[src/rtl/pwr_seq_pkg.sv]
// Package: shared types of the power-up sequencer.
// Assumes: nothing beyond IEEE 1800-2017.
package pwr_seq_pkg;

    // Sequencer states; encoding is private to the block.
    typedef enum logic [2:0] {
        SEQ_OFF   = 3'd0,
        SEQ_RAMP  = 3'd1,
        SEQ_LOCK  = 3'd2,
        SEQ_STAB  = 3'd3,
        SEQ_RUN   = 3'd4,
        SEQ_DOWN  = 3'd5,
        SEQ_FAULT = 3'd6
    } seq_state_e;

endpackage

[src/rtl/pwr_seq_sync.sv]
// Module: multi-stage synchronizer for a bus of independent asynchronous
// level signals. Each bit is synchronized on its own, with no coherency
// between bits.
// Assumes: inputs are slow levels; reset value of every stage is 0.
module pwr_seq_sync #(
    parameter int unsigned W      = 1,
    parameter int unsigned STAGES = 2
) (
    input  logic         clk,
    input  logic         rst_n,
    input  logic [W-1:0] d_i,
    output logic [W-1:0] q_o
);

    logic [W-1:0] stage_q [STAGES];

    for (genvar s = 0; s < STAGES; s++) begin : g_stage
        if (s == 0) begin : g_first
            // First flop samples the asynchronous input.
            always_ff @(posedge clk) begin
                if (!rst_n) stage_q[0] <= '0;
                else        stage_q[0] <= d_i;
            end
        end else begin : g_next
            // Later flops settle metastability.
            always_ff @(posedge clk) begin
                if (!rst_n) stage_q[s] <= '0;
                else        stage_q[s] <= stage_q[s-1];
            end
        end
    end

    assign q_o = stage_q[STAGES-1];

endmodule

[src/rtl/pwr_seq_timer.sv]
// Module: shared cycle counter for the sequencer. The counter is cleared
// on request and otherwise advances while enabled.
// Assumes: the controller never lets it wrap (limits fit TMR_W).
module pwr_seq_timer #(
    parameter int unsigned TMR_W = 16
) (
    input  logic             clk,
    input  logic             rst_n,
    input  logic             clr_i,
    input  logic             inc_i,
    output logic [TMR_W-1:0] cnt_o
);

    // Clear has priority over counting.
    always_ff @(posedge clk) begin
        if (!rst_n || clr_i) cnt_o <= '0;
        else if (inc_i)      cnt_o <= cnt_o + TMR_W'(1);
    end

endmodule

[src/rtl/pwr_seq_map.sv]
// Module: turns a step level (number of rails on, counted in switch-on
// order) into a per-rail enable vector indexed by rail number.
// Assumes: RAIL_ORDER is a permutation of 0..N_RAILS-1.
module pwr_seq_map #(
    parameter int unsigned N_RAILS              = 4,
    parameter int unsigned RAIL_ORDER [N_RAILS] = '{3, 2, 1, 0},
    parameter int unsigned LVL_W                = 3
) (
    input  logic [LVL_W-1:0]   lvl_i,
    output logic [N_RAILS-1:0] en_o
);

    // Step k is on whenever the level exceeds k.
    always_comb begin
        en_o = '0;
        for (int k = 0; k < N_RAILS; k++) begin
            if (lvl_i > LVL_W'(k)) en_o[RAIL_ORDER[k]] = 1'b1;
        end
    end

endmodule

[src/rtl/pwr_seq_sel.sv]
// Module: for the current level, names the newest rail (the one being
// brought up) and the terminal count of its power-good timeout.
// Assumes: level 0 selects nothing; outputs are then don't-care.
module pwr_seq_sel #(
    parameter int unsigned N_RAILS                = 4,
    parameter int unsigned RAIL_ORDER   [N_RAILS] = '{3, 2, 1, 0},
    parameter int unsigned RAIL_TIMEOUT [N_RAILS] = '{2000, 2000, 2000, 2000},
    parameter int unsigned LVL_W                  = 3,
    parameter int unsigned IDX_W                  = 2,
    parameter int unsigned TMR_W                  = 16
) (
    input  logic [LVL_W-1:0] lvl_i,
    output logic [IDX_W-1:0] cur_rail_o,
    output logic [TMR_W-1:0] cur_last_o
);

    // Look up the rail at step lvl-1 and its last allowed wait cycle.
    always_comb begin
        cur_rail_o = '0;
        cur_last_o = '0;
        for (int k = 0; k < N_RAILS; k++) begin
            if (lvl_i == LVL_W'(k + 1)) begin
                cur_rail_o = IDX_W'(RAIL_ORDER[k]);
                cur_last_o = TMR_W'(RAIL_TIMEOUT[RAIL_ORDER[k]] - 1);
            end
        end
    end

endmodule

[src/rtl/pwr_seq_fsm.sv]
// Module: sequencing controller. It holds the state and the step level
// (rails on), drives the shared timer and produces the next level and the
// registered processor reset.
// Assumes: all status inputs are already synchronized; the timer clears
// on tmr_clr_o and counts on tmr_inc_o.
module pwr_seq_fsm
    import pwr_seq_pkg::*;
#(
    parameter int unsigned N_RAILS     = 4,
    parameter int unsigned STAB_CYCLES = 1000,
    parameter int unsigned OFF_GAP     = 50,
    parameter int unsigned LVL_W       = 3,
    parameter int unsigned IDX_W       = 2,
    parameter int unsigned TMR_W       = 16
) (
    input  logic               clk,
    input  logic               rst_n,
    input  logic               btn_i,
    input  logic [N_RAILS-1:0] pg_i,
    input  logic               lock_i,
    input  logic [N_RAILS-1:0] en_now_i,
    input  logic [IDX_W-1:0]   cur_rail_i,
    input  logic [TMR_W-1:0]   cur_last_i,
    input  logic [TMR_W-1:0]   tmr_i,
    output logic               tmr_clr_o,
    output logic               tmr_inc_o,
    output logic [LVL_W-1:0]   lvl_q_o,
    output logic [LVL_W-1:0]   lvl_d_o,
    output logic               cpu_rst_n_o
);

    localparam logic [TMR_W-1:0] STAB_LAST = TMR_W'(STAB_CYCLES - 1);
    localparam logic [TMR_W-1:0] GAP_LAST  = TMR_W'(OFF_GAP - 1);
    localparam logic [LVL_W-1:0] LVL_FULL  = LVL_W'(N_RAILS);

    seq_state_e         state_q, state_d;
    logic [LVL_W-1:0]   lvl_q, lvl_d;
    logic               btn_prev_q;
    logic               btn_rise;
    logic [N_RAILS-1:0] req_mask;
    logic               req_lost;
    logic               all_good;

    assign btn_rise = btn_i && !btn_prev_q;
    assign all_good = &pg_i;

    // Rails already confirmed: every enabled rail except the newest one.
    always_comb begin
        req_mask = en_now_i;
        req_mask[cur_rail_i] = 1'b0;
    end
    assign req_lost = |(req_mask & ~pg_i);

    // Next-state, level and timer control.
    always_comb begin
        state_d   = state_q;
        lvl_d     = lvl_q;
        tmr_clr_o = 1'b0;
        tmr_inc_o = 1'b0;
        unique case (state_q)
            SEQ_OFF: begin
                if (btn_rise) begin
                    state_d   = SEQ_RAMP;
                    lvl_d     = LVL_W'(1);
                    tmr_clr_o = 1'b1;
                end
            end
            SEQ_RAMP: begin
                if (!btn_i || req_lost) begin
                    state_d   = SEQ_DOWN;
                    tmr_clr_o = 1'b1;
                end else if (pg_i[cur_rail_i]) begin
                    tmr_clr_o = 1'b1;
                    if (lvl_q == LVL_FULL) state_d = SEQ_LOCK;
                    else                   lvl_d   = lvl_q + LVL_W'(1);
                end else if (tmr_i == cur_last_i) begin
                    state_d   = SEQ_FAULT;
                    tmr_clr_o = 1'b1;
                end else begin
                    tmr_inc_o = 1'b1;
                end
            end
            SEQ_LOCK: begin
                if (!btn_i || !all_good) begin
                    state_d   = SEQ_DOWN;
                    tmr_clr_o = 1'b1;
                end else if (lock_i) begin
                    state_d   = SEQ_STAB;
                    tmr_clr_o = 1'b1;
                end
            end
            SEQ_STAB: begin
                if (!btn_i || !all_good) begin
                    state_d   = SEQ_DOWN;
                    tmr_clr_o = 1'b1;
                end else if (!lock_i) begin
                    state_d   = SEQ_LOCK;
                    tmr_clr_o = 1'b1;
                end else if (tmr_i == STAB_LAST) begin
                    state_d   = SEQ_RUN;
                end else begin
                    tmr_inc_o = 1'b1;
                end
            end
            SEQ_RUN: begin
                if (!btn_i || !all_good || !lock_i) begin
                    state_d   = SEQ_DOWN;
                    tmr_clr_o = 1'b1;
                end
            end
            SEQ_DOWN, SEQ_FAULT: begin
                if (lvl_q != '0) begin
                    if (tmr_i == GAP_LAST) begin
                        lvl_d     = lvl_q - LVL_W'(1);
                        tmr_clr_o = 1'b1;
                    end else begin
                        tmr_inc_o = 1'b1;
                    end
                end else if (state_q == SEQ_DOWN || !btn_i) begin
                    state_d = SEQ_OFF;
                end
            end
            default: begin
                state_d = SEQ_OFF;
                lvl_d   = '0;
            end
        endcase
    end

    // State, level, button history and processor reset registers.
    always_ff @(posedge clk) begin
        if (!rst_n) begin
            state_q     <= SEQ_OFF;
            lvl_q       <= '0;
            btn_prev_q  <= 1'b0;
            cpu_rst_n_o <= 1'b0;
        end else begin
            state_q     <= state_d;
            lvl_q       <= lvl_d;
            btn_prev_q  <= btn_i;
            cpu_rst_n_o <= (state_d == SEQ_RUN);
        end
    end

    assign lvl_q_o = lvl_q;
    assign lvl_d_o = lvl_d;

endmodule

[src/rtl/pwr_seq_top.sv]
// Module: platform power-up sequencer top. It synchronizes the board
// inputs, runs the controller and registers the rail enables from the
// next level, so that each enable changes in the same cycle as the level.
// Assumes: RAIL_ORDER is a permutation; every timeout, STAB_CYCLES and
// OFF_GAP is at least 1 and fits TMR_W bits.
module pwr_seq_top #(
    parameter int unsigned N_RAILS                = 4,
    parameter int unsigned RAIL_ORDER   [N_RAILS] = '{3, 2, 1, 0},
    parameter int unsigned RAIL_TIMEOUT [N_RAILS] = '{2000, 2000, 2000, 2000},
    parameter int unsigned STAB_CYCLES            = 1000,
    parameter int unsigned OFF_GAP                = 50,
    parameter int unsigned TMR_W                  = 16
) (
    input  logic               clk,
    input  logic               rst_n,
    input  logic               pwr_btn_i,
    input  logic [N_RAILS-1:0] rail_pg_i,
    input  logic               pll_lock_i,
    output logic [N_RAILS-1:0] rail_en_o,
    output logic               cpu_rst_n_o
);

    localparam int unsigned LVL_W  = $clog2(N_RAILS + 1);
    localparam int unsigned IDX_W  = (N_RAILS > 1) ? $clog2(N_RAILS) : 1;
    localparam int unsigned SYNC_W = N_RAILS + 2;

    logic [SYNC_W-1:0]  sync_q;
    logic               btn_s;
    logic               lock_s;
    logic [N_RAILS-1:0] pg_s;
    logic [LVL_W-1:0]   lvl_q, lvl_d;
    logic [N_RAILS-1:0] en_now, en_next;
    logic [IDX_W-1:0]   cur_rail;
    logic [TMR_W-1:0]   cur_last;
    logic [TMR_W-1:0]   tmr_cnt;
    logic               tmr_clr, tmr_inc;

    pwr_seq_sync #(.W(SYNC_W), .STAGES(2)) u_sync (
        .clk   (clk),
        .rst_n (rst_n),
        .d_i   ({pwr_btn_i, pll_lock_i, rail_pg_i}),
        .q_o   (sync_q)
    );
    assign btn_s  = sync_q[SYNC_W-1];
    assign lock_s = sync_q[SYNC_W-2];
    assign pg_s   = sync_q[N_RAILS-1:0];

    pwr_seq_timer #(.TMR_W(TMR_W)) u_timer (
        .clk   (clk),
        .rst_n (rst_n),
        .clr_i (tmr_clr),
        .inc_i (tmr_inc),
        .cnt_o (tmr_cnt)
    );

    pwr_seq_map #(.N_RAILS(N_RAILS), .RAIL_ORDER(RAIL_ORDER), .LVL_W(LVL_W)) u_map_now (
        .lvl_i (lvl_q),
        .en_o  (en_now)
    );

    pwr_seq_map #(.N_RAILS(N_RAILS), .RAIL_ORDER(RAIL_ORDER), .LVL_W(LVL_W)) u_map_next (
        .lvl_i (lvl_d),
        .en_o  (en_next)
    );

    pwr_seq_sel #(
        .N_RAILS(N_RAILS), .RAIL_ORDER(RAIL_ORDER), .RAIL_TIMEOUT(RAIL_TIMEOUT),
        .LVL_W(LVL_W), .IDX_W(IDX_W), .TMR_W(TMR_W)
    ) u_sel (
        .lvl_i      (lvl_q),
        .cur_rail_o (cur_rail),
        .cur_last_o (cur_last)
    );

    pwr_seq_fsm #(
        .N_RAILS(N_RAILS), .STAB_CYCLES(STAB_CYCLES), .OFF_GAP(OFF_GAP),
        .LVL_W(LVL_W), .IDX_W(IDX_W), .TMR_W(TMR_W)
    ) u_fsm (
        .clk         (clk),
        .rst_n       (rst_n),
        .btn_i       (btn_s),
        .pg_i        (pg_s),
        .lock_i      (lock_s),
        .en_now_i    (en_now),
        .cur_rail_i  (cur_rail),
        .cur_last_i  (cur_last),
        .tmr_i       (tmr_cnt),
        .tmr_clr_o   (tmr_clr),
        .tmr_inc_o   (tmr_inc),
        .lvl_q_o     (lvl_q),
        .lvl_d_o     (lvl_d),
        .cpu_rst_n_o (cpu_rst_n_o)
    );

    // Glitch-free enable outputs for the external switches.
    always_ff @(posedge clk) begin
        if (!rst_n) rail_en_o <= '0;
        else        rail_en_o <= en_next;
    end

endmodule

[config.mk]
export PLATFORM = sky130hd
export DESIGN_NAME = pwr_seq_top
export DESIGN_NICKNAME = d
export VERILOG_FILES = /design/src/rtl/pwr_seq_pkg.sv /design/src/rtl/pwr_seq_sync.sv /design/src/rtl/pwr_seq_timer.sv /design/src/rtl/pwr_seq_map.sv /design/src/rtl/pwr_seq_sel.sv /design/src/rtl/pwr_seq_fsm.sv /design/src/rtl/pwr_seq_top.sv
export SDC_FILE = /design/constraint.sdc
export NUM_CORES = 1
export LEC_CHECK = 0
export ABC_AREA = 1
export BUFFER_PORTS_ARGS = -buffer_cell sky130_fd_sc_hd__buf_2
export CAP_MARGIN = 10
export CORE_MARGIN = 5
export CORE_UTILIZATION = 40
export DETAILED_ROUTE_END_ITERATION = 12
export SYNTH_ARGS = -nofsm -noshare
export SYNTH_HDL_FRONTEND = slang
export SYNTH_SLANG_ARGS = --single-unit
[constraint.sdc]
create_clock -name clk -period 2.3 [get_ports clk]
set_input_delay 0.345 -clock clk [delete_from_list [all_inputs] [get_ports clk]]
set_output_delay 0.345 -clock clk [all_outputs]
set_load 0.02 [all_outputs]
==> results.sh, run 1 <==
export IMPL_outcome="finished, final reports clean"
export IMPL_synth_compound_area_share_pct=8.40
export IMPL_post_route_drc_count=0
export IMPL_area_taken_by_multi_input_logic_gates_sq_um=1730
export IMPL_routed_wire_length_per_instance_um=12.5
export IMPL_power_internal_mw=1.24
export IMPL_grt_pass1_wl_mm=11.3
export IMPL_io_port_bufs=12
export IMPL_yosys_area_top_type_share_pct=28.4
export IMPL_number_of_diodes=0
export IMPL_cts_root_to_sink_buffers=2
export IMPL_critical_path_peak_fanout=15
export IMPL_final_std_cell_area_no_fill_sq_um=3160
export IMPL_grt_start_max_net_pins=21
export IMPL_synth_mux_area_share_pct=0
export IMPL_max_slew_worst_pin_slew_ps=428
export IMPL_synth_seq_area_share_pct=28.4
export IMPL_layout_worst_path_cycle_share_pct=92.4
export IMPL_yosys_area_share_adder_pct=3.56
export IMPL_grt_use_total_pct=16.0
export IMPL_cp_data_required_time_ps=2540
export IMPL_synth_async_reset_ratio_pct=0
export IMPL_setup_violations=0
export IMPL_ctsHtreeMaxLevel=2
export IMPL_vias_per_cell=4.91
export IMPL_cts_root_buffer_cell="clkbuf_8"
export IMPL_final_nets=447
export IMPL_pwr_share_clk_pct=30.9
export IMPL_slowest_delay_ps=350
export IMPL_finalWirelength_mm=6.60
export IMPL_synthesis_yosys_warnings=0
export IMPL_synthMostInstantiatedCell="nand2_1"
export IMPL_switching_share_pct=33.7
export IMPL_place_detailed_hpwl_mm=4.92
export IMPL_layout_core_utilization_pct=46.3
export IMPL_antenna_left=0
export IMPL_mean_cell_area_of_the_mapped_netlist_sq_um=6.88
export IMPL_drt_iter0_drc=218
export IMPL_grt_antenna_before_repair=0
export IMPL_detailroute_via_count=2591
export IMPL_final_max_slew_viol_count=0
export IMPL_dominant_register_cell_in_the_synthesized_netlist="dfxtp_1"
export IMPL_chipWidth_um=93.9
export IMPL_first_global_vias=2450
export IMPL_p_seq_share_pct=40.5
export IMPL_synth_seq_cells=40
export IMPL_synthSimpleGateAreaFrac_pct=43.7
export IMPL_layout_area_overhead_vs_synth_pct=12.3
export IMPL_area_sequential_sq_um=803
export IMPL_cp_cell_sequence="ha_1 > ha_1 > inv_2 > nand2_1 > nor2_4 > nand2_1 > nand2_1 > nand3_2 > nand2_4 > inv_4 > nand2_8 > buf_6 > nand3_1 > a21oi_2"
export IMPL_synthesis_area_sq_um=2820
export IMPL_cap_viol_max_count=0
export IMPL_synth_top_family_by_area="simple AND/OR/NAND/NOR gates"
export IMPL_p_switching_mw=0.630
export IMPL_postSynthNetCount=425
export IMPL_count_of_flip_flops_with_a_built_in_enable_after_synthesis=0
export IMPL_tritoncts="built"
export IMPL_min_period_ps=2120
export IMPL_setup_worst_path_end_class="flop"
export IMPL_worstSetupPathType="reg -> reg"
export IMPL_final_layout_size_suffix_gt1_share_pct=20.4
export IMPL_yosysUniqueCellTypes=40
export IMPL_synthesized_netlist_cell_count=409
export IMPL_slew_headroom_pct=71.5
export IMPL_initial_core_util_pct=41.2
export IMPL_placedInstanceArea_sq_um=3000
export IMPL_numCtsBuffers=5
export IMPL_comb_power_share_pct=28.6
export IMPL_cp_start_kind="flop"
export IMPL_p_leak_nw=1.62
export IMPL_dr_pass1_iters=5
export IMPL_final_hold_violation_count=0
export IMPL_chipHeight_um=93.9
export IMPL_slowest_stage="dfxtp_2"
export IMPL_clock_latency_at_the_later_pin_of_the_worst_skew_pair_ps=310
export IMPL_post_synth_top_area_cell="dfxtp_1"
export IMPL_power_density_nw_per_um2=591
export IMPL_crit_arrival_ps=2370
export IMPL_fp_coreArea_sq_um=6830
export IMPL_path_clk_slew_ps=80
export IMPL_num_io_pins=13
export IMPL_max_clock_freq_mhz=471
export IMPL_post_synth_xor_area_fraction_pct=4.98
export IMPL_gp_congestion=0.895
export IMPL_placement_rows=30
export IMPL_layout_filler_cells=754
export IMPL_cts_sink_count=40
export IMPL_crit_top_cell="nand2_1"
export IMPL_fin_skew_ps=13.0
export IMPL_synth_area_top_cells="dfxtp_1 (28%), nand2_1 (13%), nand3_1 (9.6%)"
export IMPL_hold_class="in -> reg"
export IMPL_ys_top_cells_by_count="nand2_1 (94), inv_1 (55), nand3_1 (54)"
export IMPL_vdd_ir_drop_max_mv=0.236
export IMPL_design_die_area_sq_um=8820
export IMPL_grt_remaining_overflow=0
[layout by cell type (no fill, tap or decap), drive strengths merged, types with 4 or more instances in the layout]
cell / n
xor2: 12
nand2: 116
clkbuf: 6
o21ai: 5
nor2: 46
inv: 61
ha: 8
nand4: 6
a21oi: 23
nor3: 8
xnor2: 4
buf: 23
dfxtp: 40
nand3: 61
[logic make-up after synthesis]
logic type | after synthesis
adder cells (fa/ha/maj) | 8
XOR/XNOR | 16
AO/OA/AOI/OAI | 35
AND/OR/NAND/NOR | 240
buffers and inverters | 70
flip-flops | 40
[routing by layer]
layer / wire (um) / track usage, % / part of all wire [%] / vias up
li1: - / - / - / 1345
met1: 3260 / 22.1 / 49 / 1178
met2: 2930 / 24.4 / 44 / 55
met3: 279 / 2.80 / 4.2 / 13
met4: 123 / 6.50 / 1.9 / 0
met5: 0 / 0 / 0 / -
[power by group through the flow]
stage	logic [mW]	registers (mW)	clock network, mW
floorplan	0.380	0.774	0
global placement	0.496	0.773	0
detailed placement	0.491	0.773	0
CTS	0.497	0.757	0.588
global route	0.596	0.763	0.621
finish	0.535	0.758	0.577
[stage by stage]
stage / hold WS (ps) / setup slack (ps) / setup TNS (ps) / std cells / power (mW)
3_5_place_dp: 400 / -31.3 / -199 / 518 / 1.26
4_1_cts: 213 / 6.91 / 0 / 526 / 1.84
2_1_floorplan: 390 / 262 / 0 / 409 / 1.15
6_report: 214 / 176 / 0 / 528 / 1.87
3_3_place_gp: 392 / 37.2 / 0 / 518 / 1.27
5_1_grt: 235 / -20.6 / -53.6 / 528 / 1.98
[timing repair]
| item | 4_1_cts | 5_1_grt |
|---|---|---|
| hold buffers | 0 | 0 |
| resized for setup | 3 | 6 |
| endpoints found under the setup margin | 14 | 22 |
| pin swaps | 0 | 1 |
| buffers inserted | 0 | 2 |
[flip-flops by register name, summed over array words and instances (netlist names)]
name	count
rail_en_o	4
u_fsm.btn_prev_q	1
u_fsm.cpu_rst_n_o	1
u_fsm.lvl_q_o	3
u_fsm.state_q	3
u_sync.stage_q	12
u_timer.cnt_o	16
[worst max-delay path: cells and delay by family, from the launching register on]
kind / cells / cell delay (ps)
AO/OA/AOI/OAI: 1 / 150
flip-flops: 1 / 350
buffers and inverters: 3 / 340
AND/OR/NAND/NOR: 8 / 830
adder cells (fa/ha/maj): 2 / 390
[final cells by class]
cell class / instances / share of cell area, %
Multi-Input combinational cell: 299 / 54.8
Timing Repair Buffer: 23 / 5.03
Inverter: 62 / 7.60
Sequential cell: 40 / 25.4
Tap cell: 96 / 3.80
Clock inverter: 2 / 1.11
Clock buffer: 6 / 2.30
[worst paths after layout]
check,from,end,slack [ps],depth (start not counted)
min,rail_pg_i[1],u_sync.stage_q[0][1]$_SDFF_PN0_,210,3
max,u_fsm.lvl_q_o[1]$_SDFF_PN0_,u_timer.cnt_o[0]$_SDFFE_PP0P_,180,14
min reg2reg,u_sync.stage_q[0][3]$_SDFF_PN0_,u_sync.stage_q[1][3]$_SDFF_PN0_,410,2
max reg2reg,u_fsm.lvl_q_o[1]$_SDFF_PN0_,u_timer.cnt_o[0]$_SDFFE_PP0P_,180,14
No activity file was read; power rests on OpenSTA's default activity.
==> inputs of run 2 (changes only) <==
ABC_AREA = not set   (was 1)
CORE_UTILIZATION = 23   (was 40)
==> run 2 against run 1 <==
Net effect: clock-buffer cell count fell by 1; core utilization decreased by 11 points; the flow now finishes with violations (setup timing); critical path type unchanged; synthesized cell count fell by 27%; routed wire length grew 21%; clock power fell by 14%; critical endpoint is now rail_en_o[3]$_SDFF_PN0_; sequential power decreased by 2%; register-to-register slack got worse by 460 ps; final cell count is 2.8% lower; sequential share of layout area fell by 3.4 points; non-clock buffer count grew 59; final area up 17%; combinational power down 15%.
==> results.sh, run 2 <==
export IMPL_outcome="finished with violations"
export IMPL_failed_checks="setup timing"
export IMPL_layout_worst_path_cycle_share_pct=113
export IMPL_final_nets=392
export IMPL_cts_sink_count=40
export IMPL_cp_data_required_time_ps=2510
export IMPL_grt_use_total_pct=11.9
export IMPL_design_power_total_mw=1.69
export IMPL_synthesis_yosys_warnings=0
export IMPL_first_global_vias=2602
export IMPL_cp_start_kind="flop"
export IMPL_cap_viol_max_count=0
export IMPL_worst_hold_startpoint="rail_pg_i[0]"
export IMPL_worstSetupPathType="reg -> reg"
export IMPL_post_route_drc_count=0
export IMPL_post_place_ws_ps=-474
export IMPL_critical_path_top_delay_family="simple AND/OR/NAND/NOR gates"
export IMPL_dr_pass1_iters=4
export IMPL_num_io_pins=13
export IMPL_fin_skew_ps=8.22
export IMPL_grt_remaining_overflow=0
export IMPL_place_detailed_hpwl_mm=5.13
export IMPL_worst_r2r_cell_count=10
export IMPL_initial_core_util_pct=23.6
export IMPL_numCtsBuffers=5
export IMPL_placement_rows=37
export IMPL_gp_congestion=0.867
export IMPL_finalHoldWorstSlack_ps=239
export IMPL_yosys_area_top_type_share_pct=32.7
export IMPL_layout_commonest_cell="buf_4"
export IMPL_postSynthNetCount=315
export IMPL_rr_startpoint="u_fsm.lvl_q_o[1]$_SDFF_PN0_"
export IMPL_chipWidth_um=113
export IMPL_grt_start_max_net_pins=17
export IMPL_final_worst_slack_ps=-289
export IMPL_setup_worst_path_end_class="flop"
export IMPL_critical_path_peak_fanout=6
export IMPL_cts_root_buffer_cell="clkbuf_8"
export IMPL_slew_headroom_pct=63.3
export IMPL_mean_cell_area_of_the_mapped_netlist_sq_um=8.20
export IMPL_placedInstanceArea_sq_um=3150
export IMPL_antenna_left=0
export IMPL_layout_filler_cells=1057
export IMPL_drt_iter0_drc=218
export IMPL_flip_flop_count_of_the_largest_register_after_layout=16
export IMPL_path_clk_slew_ps=90
export IMPL_worstHoldPathCells=2
export IMPL_dominant_register_cell_in_the_synthesized_netlist="dfxtp_1"
export IMPL_clock_latency_at_the_later_pin_of_the_worst_skew_pair_ps=310
export IMPL_slowest_delay_ps=610
export IMPL_fp_coreArea_sq_um=10400
export IMPL_grt_pass1_wl_mm=12.5
export IMPL_final_layout_size_suffix_gt1_share_pct=43.8
export IMPL_tritoncts="built"
export IMPL_ys_top_cells_by_count="dfxtp_1 (40), a21oi_1 (22), nand2_1 (22)"
export IMPL_io_port_bufs=12
export IMPL_crit_arrival_ps=2800
export IMPL_final_setup_tns_ps=-5220
export IMPL_worst_flop_to_flop_path_endpoint="rail_en_o[3]$_SDFF_PN0_"
export IMPL_layout_area_overhead_vs_synth_pct=50.6
export IMPL_max_slew_worst_pin_slew_ps=549
export IMPL_synth_seq_area_share_pct=32.7
export IMPL_rsz0062_at_grt="true"
export IMPL_cp_buffers_inverters=1
export IMPL_vdd_ir_drop_max_mv=0.299
export IMPL_final_std_cell_area_no_fill_sq_um=3690
export IMPL_finalWirelength_mm=7.99
export IMPL_most_common_layout_cells="buf_4 (60), dfxtp_1 (34), nand2_1 (21)"
export IMPL_detailroute_via_count=2669
export IMPL_layout_core_utilization_pct=35.6
export IMPL_vias_per_cell=5.20
export IMPL_chipHeight_um=113
export IMPL_synthesized_netlist_cell_count=299
export IMPL_holdBufCountCts=0
export IMPL_max_clock_freq_mhz=386
export IMPL_setup_violations=25
export IMPL_synth_async_reset_ratio_pct=0
export IMPL_cts_root_to_sink_buffers=2
export IMPL_final_max_slew_viol_count=0
export IMPL_ctsHtreeMaxLevel=2
export IMPL_post_synth_top_area_cell="dfxtp_1"
export IMPL_synthesis_area_sq_um=2450
export IMPL_r2r_setup_slack_ps=-290
export IMPL_hold_class="in -> reg"
export IMPL_min_to="u_sync.stage_q[0][0]$_SDFF_PN0_"
export IMPL_number_of_diodes=0
export IMPL_dp_cells=484
export IMPL_final_cell_count_no_fill=513
export IMPL_crit_top_cell="ha_4"
export IMPL_synth_area_top_cells="dfxtp_1 (33%), a21oi_1 (4.5%), and2_1 (4.1%)"
export IMPL_routed_wire_length_per_instance_um=15.6
export IMPL_slowest_stage="or4_4"
export IMPL_max_flop_register="u_timer.cnt_o"
export IMPL_grt_antenna_before_repair=0
export IMPL_design_die_area_sq_um=12800
export IMPL_min_period_ps=2590
export IMPL_p_leak_nw=1.34
export IMPL_final_hold_violation_count=0
export IMPL_cp_cell_sequence="ha_4 > ha_4 > nor2_4 > a221oi_2 > or4_4 > buf_6 > nor3_4 > mux2i_1 > o22ai_2 > a211o_1"
export IMPL_synthMostInstantiatedCell="dfxtp_1"
export IMPL_yosysUniqueCellTypes=69
export IMPL_count_of_flip_flops_with_a_built_in_enable_after_synthesis=0
export IMPL_power_density_nw_per_um2=458
export IMPL_synth_seq_cells=40
export IMPL_reg_largest_list="u_timer.cnt_o (16), u_sync.stage_q (12), rail_en_o (4)"
run 2: cell count changes in the layout (fill, tap and decap cells not counted), sizes merged, moves of 6 or more:
cell / before / now
or3: 0 / 10
nor2: 46 / 21
nor2b: 0 / 7
nand3: 61 / 13
buf: 23 / 82
a31oi: 1 / 7
xor2: 12 / 6
inv: 61 / 7
and2: 0 / 17
o21ai: 5 / 14
or4: 0 / 7
nand2: 116 / 23
run 2: layout make-up:
class | count | area [sq um] | share of cell area (%)
Clock buffer | 5 | 68.8 | 1.86
Clock inverter | 3 | 23.8 | 0.644
Inverter | 7 | 36.3 | 0.982
Multi-Input combinational cell | 240 | 1940 | 52.4
Sequential cell | 40 | 813 | 22.0
Tap cell | 136 | 170 | 4.61
Timing Repair Buffer | 82 | 644 | 17.4
run 2: power breakdown:
group	switching [mW]	internal (mW)	leakage [nW]
Clock	0.281	0.215	0.0404
Combinational	0.243	0.212	0.966
Sequential	0.0258	0.714	0.329
Total	0.550	1.14	1.34
run 2: worst max path at each step:
stage                           startpoint  slack (ps)                 endpoint  cells after the start
2_1_floorplan  u_fsm.lvl_q_o[0]$_SDFF_PN0_        -180  rail_en_o[3]$_SDFF_PN0_                     10
3_3_place_gp   u_fsm.lvl_q_o[1]$_SDFF_PN0_        -450  rail_en_o[3]$_SDFF_PN0_                      9
3_5_place_dp   u_fsm.lvl_q_o[1]$_SDFF_PN0_        -470  rail_en_o[3]$_SDFF_PN0_                      9
4_1_cts        u_fsm.lvl_q_o[0]$_SDFF_PN0_        -290  rail_en_o[3]$_SDFF_PN0_                     10
5_1_grt        u_fsm.lvl_q_o[0]$_SDFF_PN0_        -400  rail_en_o[3]$_SDFF_PN0_                     10
6_report       u_fsm.lvl_q_o[1]$_SDFF_PN0_        -290  rail_en_o[3]$_SDFF_PN0_                     10
run 2: kinds of logic after synthesis:
family | synth area share [%]
and+or+nand+nor | 34.2
xor gates and xnor gates | 2.86
DFF | 32.7
adders and majority gates | 4.08
muxes | 2.24
AOI/OAI and AO/OA | 19.7
buffers and inverters | 4.29
run 2: timing repair:
item,4_1_cts,5_1_grt
setup endpoints to repair,25,26
hold endpoints to repair,0,0
resized for setup,35,21
gates cloned,3,1
buffers inserted,12,5
pin swaps,20,7
run 2: per-layer routing:
metal | wire length (um) | GRT usage (%) | vias to the layer above
met3 | 366 | 2.03 | 16
met5 | 0 | 0 | -
met2 | 3970 | 20.2 | 77
li1 | - | - | 1267
met1 | 3490 | 14.7 | 1309
met4 | 170 | 5.37 | 0
==> inputs of run 3 (changes only) <==
CORE_MARGIN = 3   (was 5)
TNS_END_PERCENT = 5   (was not set)
==> run 3 against run 2 <==
Net effect: the flow still finishes with violations (setup timing); routed wire length down 18%; clock power increased by 21%; maximum frequency increased by 1.1%; combinational power down 16%; register-to-register slack better by 30 ps; largest cell class unchanged.
==> results.sh, run 3 (synthesized netlist as in run 2, its figures left out) <==
export IMPL_final_cell_count_no_fill=501
export IMPL_number_of_diodes=0
export IMPL_path_clk_slew_ps=80
export IMPL_fin_skew_ps=6.92
export IMPL_max_flop_register="u_timer.cnt_o"
export IMPL_critical_path_peak_fanout=8
export IMPL_dr_pass1_iters=9
export IMPL_final_worst_slack_ps=-261
export IMPL_gp_congestion=0.908
export IMPL_antenna_left=0
export IMPL_most_common_layout_cells="buf_4 (54), dfxtp_1 (36), nand2_1 (22)"
export IMPL_ctsHtreeMaxLevel=2
export IMPL_slew_headroom_pct=69.6
export IMPL_cts_root_to_sink_buffers=2
export IMPL_final_hold_violation_count=0
export IMPL_setup_worst_path_end_class="flop"
export IMPL_placement_rows=37
export IMPL_flip_flop_count_of_the_largest_register_after_layout=16
export IMPL_layout_commonest_cell="buf_4"
export IMPL_rsz0062_at_grt="true"
export IMPL_final_max_slew_viol_count=0
export IMPL_outcome="finished with violations"
export IMPL_chipHeight_um=109
export IMPL_power_density_nw_per_um2=488
export IMPL_post_place_ws_ps=-338
export IMPL_holdBufCountCts=0
export IMPL_worstSetupPathType="reg -> reg"
export IMPL_cts_sink_count=40
export IMPL_final_std_cell_area_no_fill_sq_um=3520
export IMPL_grt_pass1_wl_mm=11.1
export IMPL_tritoncts="built"
export IMPL_place_detailed_hpwl_mm=4.98
export IMPL_finalWirelength_mm=6.58
export IMPL_cp_start_kind="flop"
export IMPL_setup_violations=22
export IMPL_design_die_area_sq_um=11900
export IMPL_vias_per_cell=4.81
export IMPL_final_nets=380
export IMPL_layout_area_overhead_vs_synth_pct=43.6
export IMPL_grt_use_total_pct=11.6
export IMPL_vdd_ir_drop_max_mv=0.281
export IMPL_area_sequential_sq_um=811
export IMPL_min_period_ps=2560
export IMPL_cts_root_buffer_cell="clkbuf_8"
export IMPL_grt_antenna_before_repair=0
export IMPL_hold_class="in -> reg"
export IMPL_grt_start_max_net_pins=17
export IMPL_layout_filler_cells=1112
export IMPL_finalHoldWorstSlack_ps=243
export IMPL_drt_iter0_drc=85
export IMPL_io_port_bufs=12
export IMPL_num_io_pins=13
export IMPL_post_route_drc_count=0
export IMPL_crit_arrival_ps=2790
export IMPL_area_taken_by_multi_input_logic_gates_sq_um=1840
export IMPL_cp_data_required_time_ps=2530
export IMPL_dp_cells=490
export IMPL_detailroute_via_count=2409
export IMPL_cap_viol_max_count=0
export IMPL_layout_worst_path_cycle_share_pct=111
export IMPL_initial_core_util_pct=23.6
export IMPL_reg_largest_list="u_timer.cnt_o (16), u_sync.stage_q (12), rail_en_o (4)"
export IMPL_failed_checks="setup timing"
export IMPL_first_global_vias=2354
export IMPL_fp_coreArea_sq_um=10400
export IMPL_p_leak_nw=1.29
export IMPL_grt_remaining_overflow=0
export IMPL_numCtsBuffers=5
export IMPL_clock_latency_at_the_later_pin_of_the_worst_skew_pair_ps=300
export IMPL_max_slew_worst_pin_slew_ps=451
export IMPL_final_layout_size_suffix_gt1_share_pct=40.3
export IMPL_routed_wire_length_per_instance_um=13.1
export IMPL_placedInstanceArea_sq_um=3180
export IMPL_chipWidth_um=109
export IMPL_max_clock_freq_mhz=390
[run 3: changes by cell type in the layout (fill, tap and decap cells not counted), sizes merged]
cell / delta
clkinvlp: -1
clkinv: -1
inv: +1
bufinv: +1
buf: -9
a31oi: -3
[run 3: final timing paths]
check	to	depth (start not counted)	slack, ps	from
setup / recovery	u_timer.cnt_o[14]$_SDFFE_PP0P_	10	-260	u_fsm.lvl_q_o[0]$_SDFF_PN0_
hold / removal	u_sync.stage_q[0][2]$_SDFF_PN0_	2	240	rail_pg_i[2]
setup reg to reg	u_timer.cnt_o[14]$_SDFFE_PP0P_	10	-260	u_fsm.lvl_q_o[0]$_SDFF_PN0_
hold reg to reg	u_sync.stage_q[1][4]$_SDFF_PN0_	1	440	u_sync.stage_q[0][4]$_SDFF_PN0_
[run 3: per-stage QoR]
| stage | power (mW) | TNS (ps) | utilization [%] |
|---|---|---|---|
| after floorplan | 0.968 | -2310 | - |
| after global placement | 1.10 | -4260 | 30.7 |
| after detailed placement | 1.10 | -5170 | 30.7 |
| after CTS | 1.71 | -3700 | 32.7 |
| after global routing | 1.80 | -6350 | 34.0 |
| final | 1.72 | -3560 | 34.0 |
[run 3: area by class of cell]
type | instances | share of cell area, %
tap | 136 | 4.83
sequential | 40 | 23.0
multi-input combinational | 237 | 52.1
timing repair buffer | 73 | 15.7
clock inverter | 3 | 1.31
inverter | 7 | 1.03
clock buffer | 5 | 1.95
[run 3: metal layers]
layer / global-route usage, % / vias to the layer above / part of all wire (%)
li1: - / 1229 / -
met1: 15.3 / 1130 / 47
met2: 19.2 / 40 / 48
met3: 2.37 / 10 / 3.4
met4: 2.85 / 0 / 1.6
met5: 0 / - / 0
[run 3: critical path: stages, from the launching register on]
cell and delay, ps:
dfxtp_4 380, inv_6 80, ha_4 160, buf_4 130, or2_2 120, a221oi_2 60, or4_4 570, nor2_4 160
a31oi_4 170, or4_1 530, a21oi_1 130
[run 3: repair_timing]
action	4_1_cts	5_1_grt
setup endpoints to repair	25	25
pin swaps	22	17
gates resized for setup	16	28
buffers inserted	2	1
[run 3: power by group]
group	switching (mW)	total [mW]	internal, mW
Combinational	0.204	0.382	0.178
Sequential	0.0209	0.735	0.714
Clock	0.274	0.601	0.327
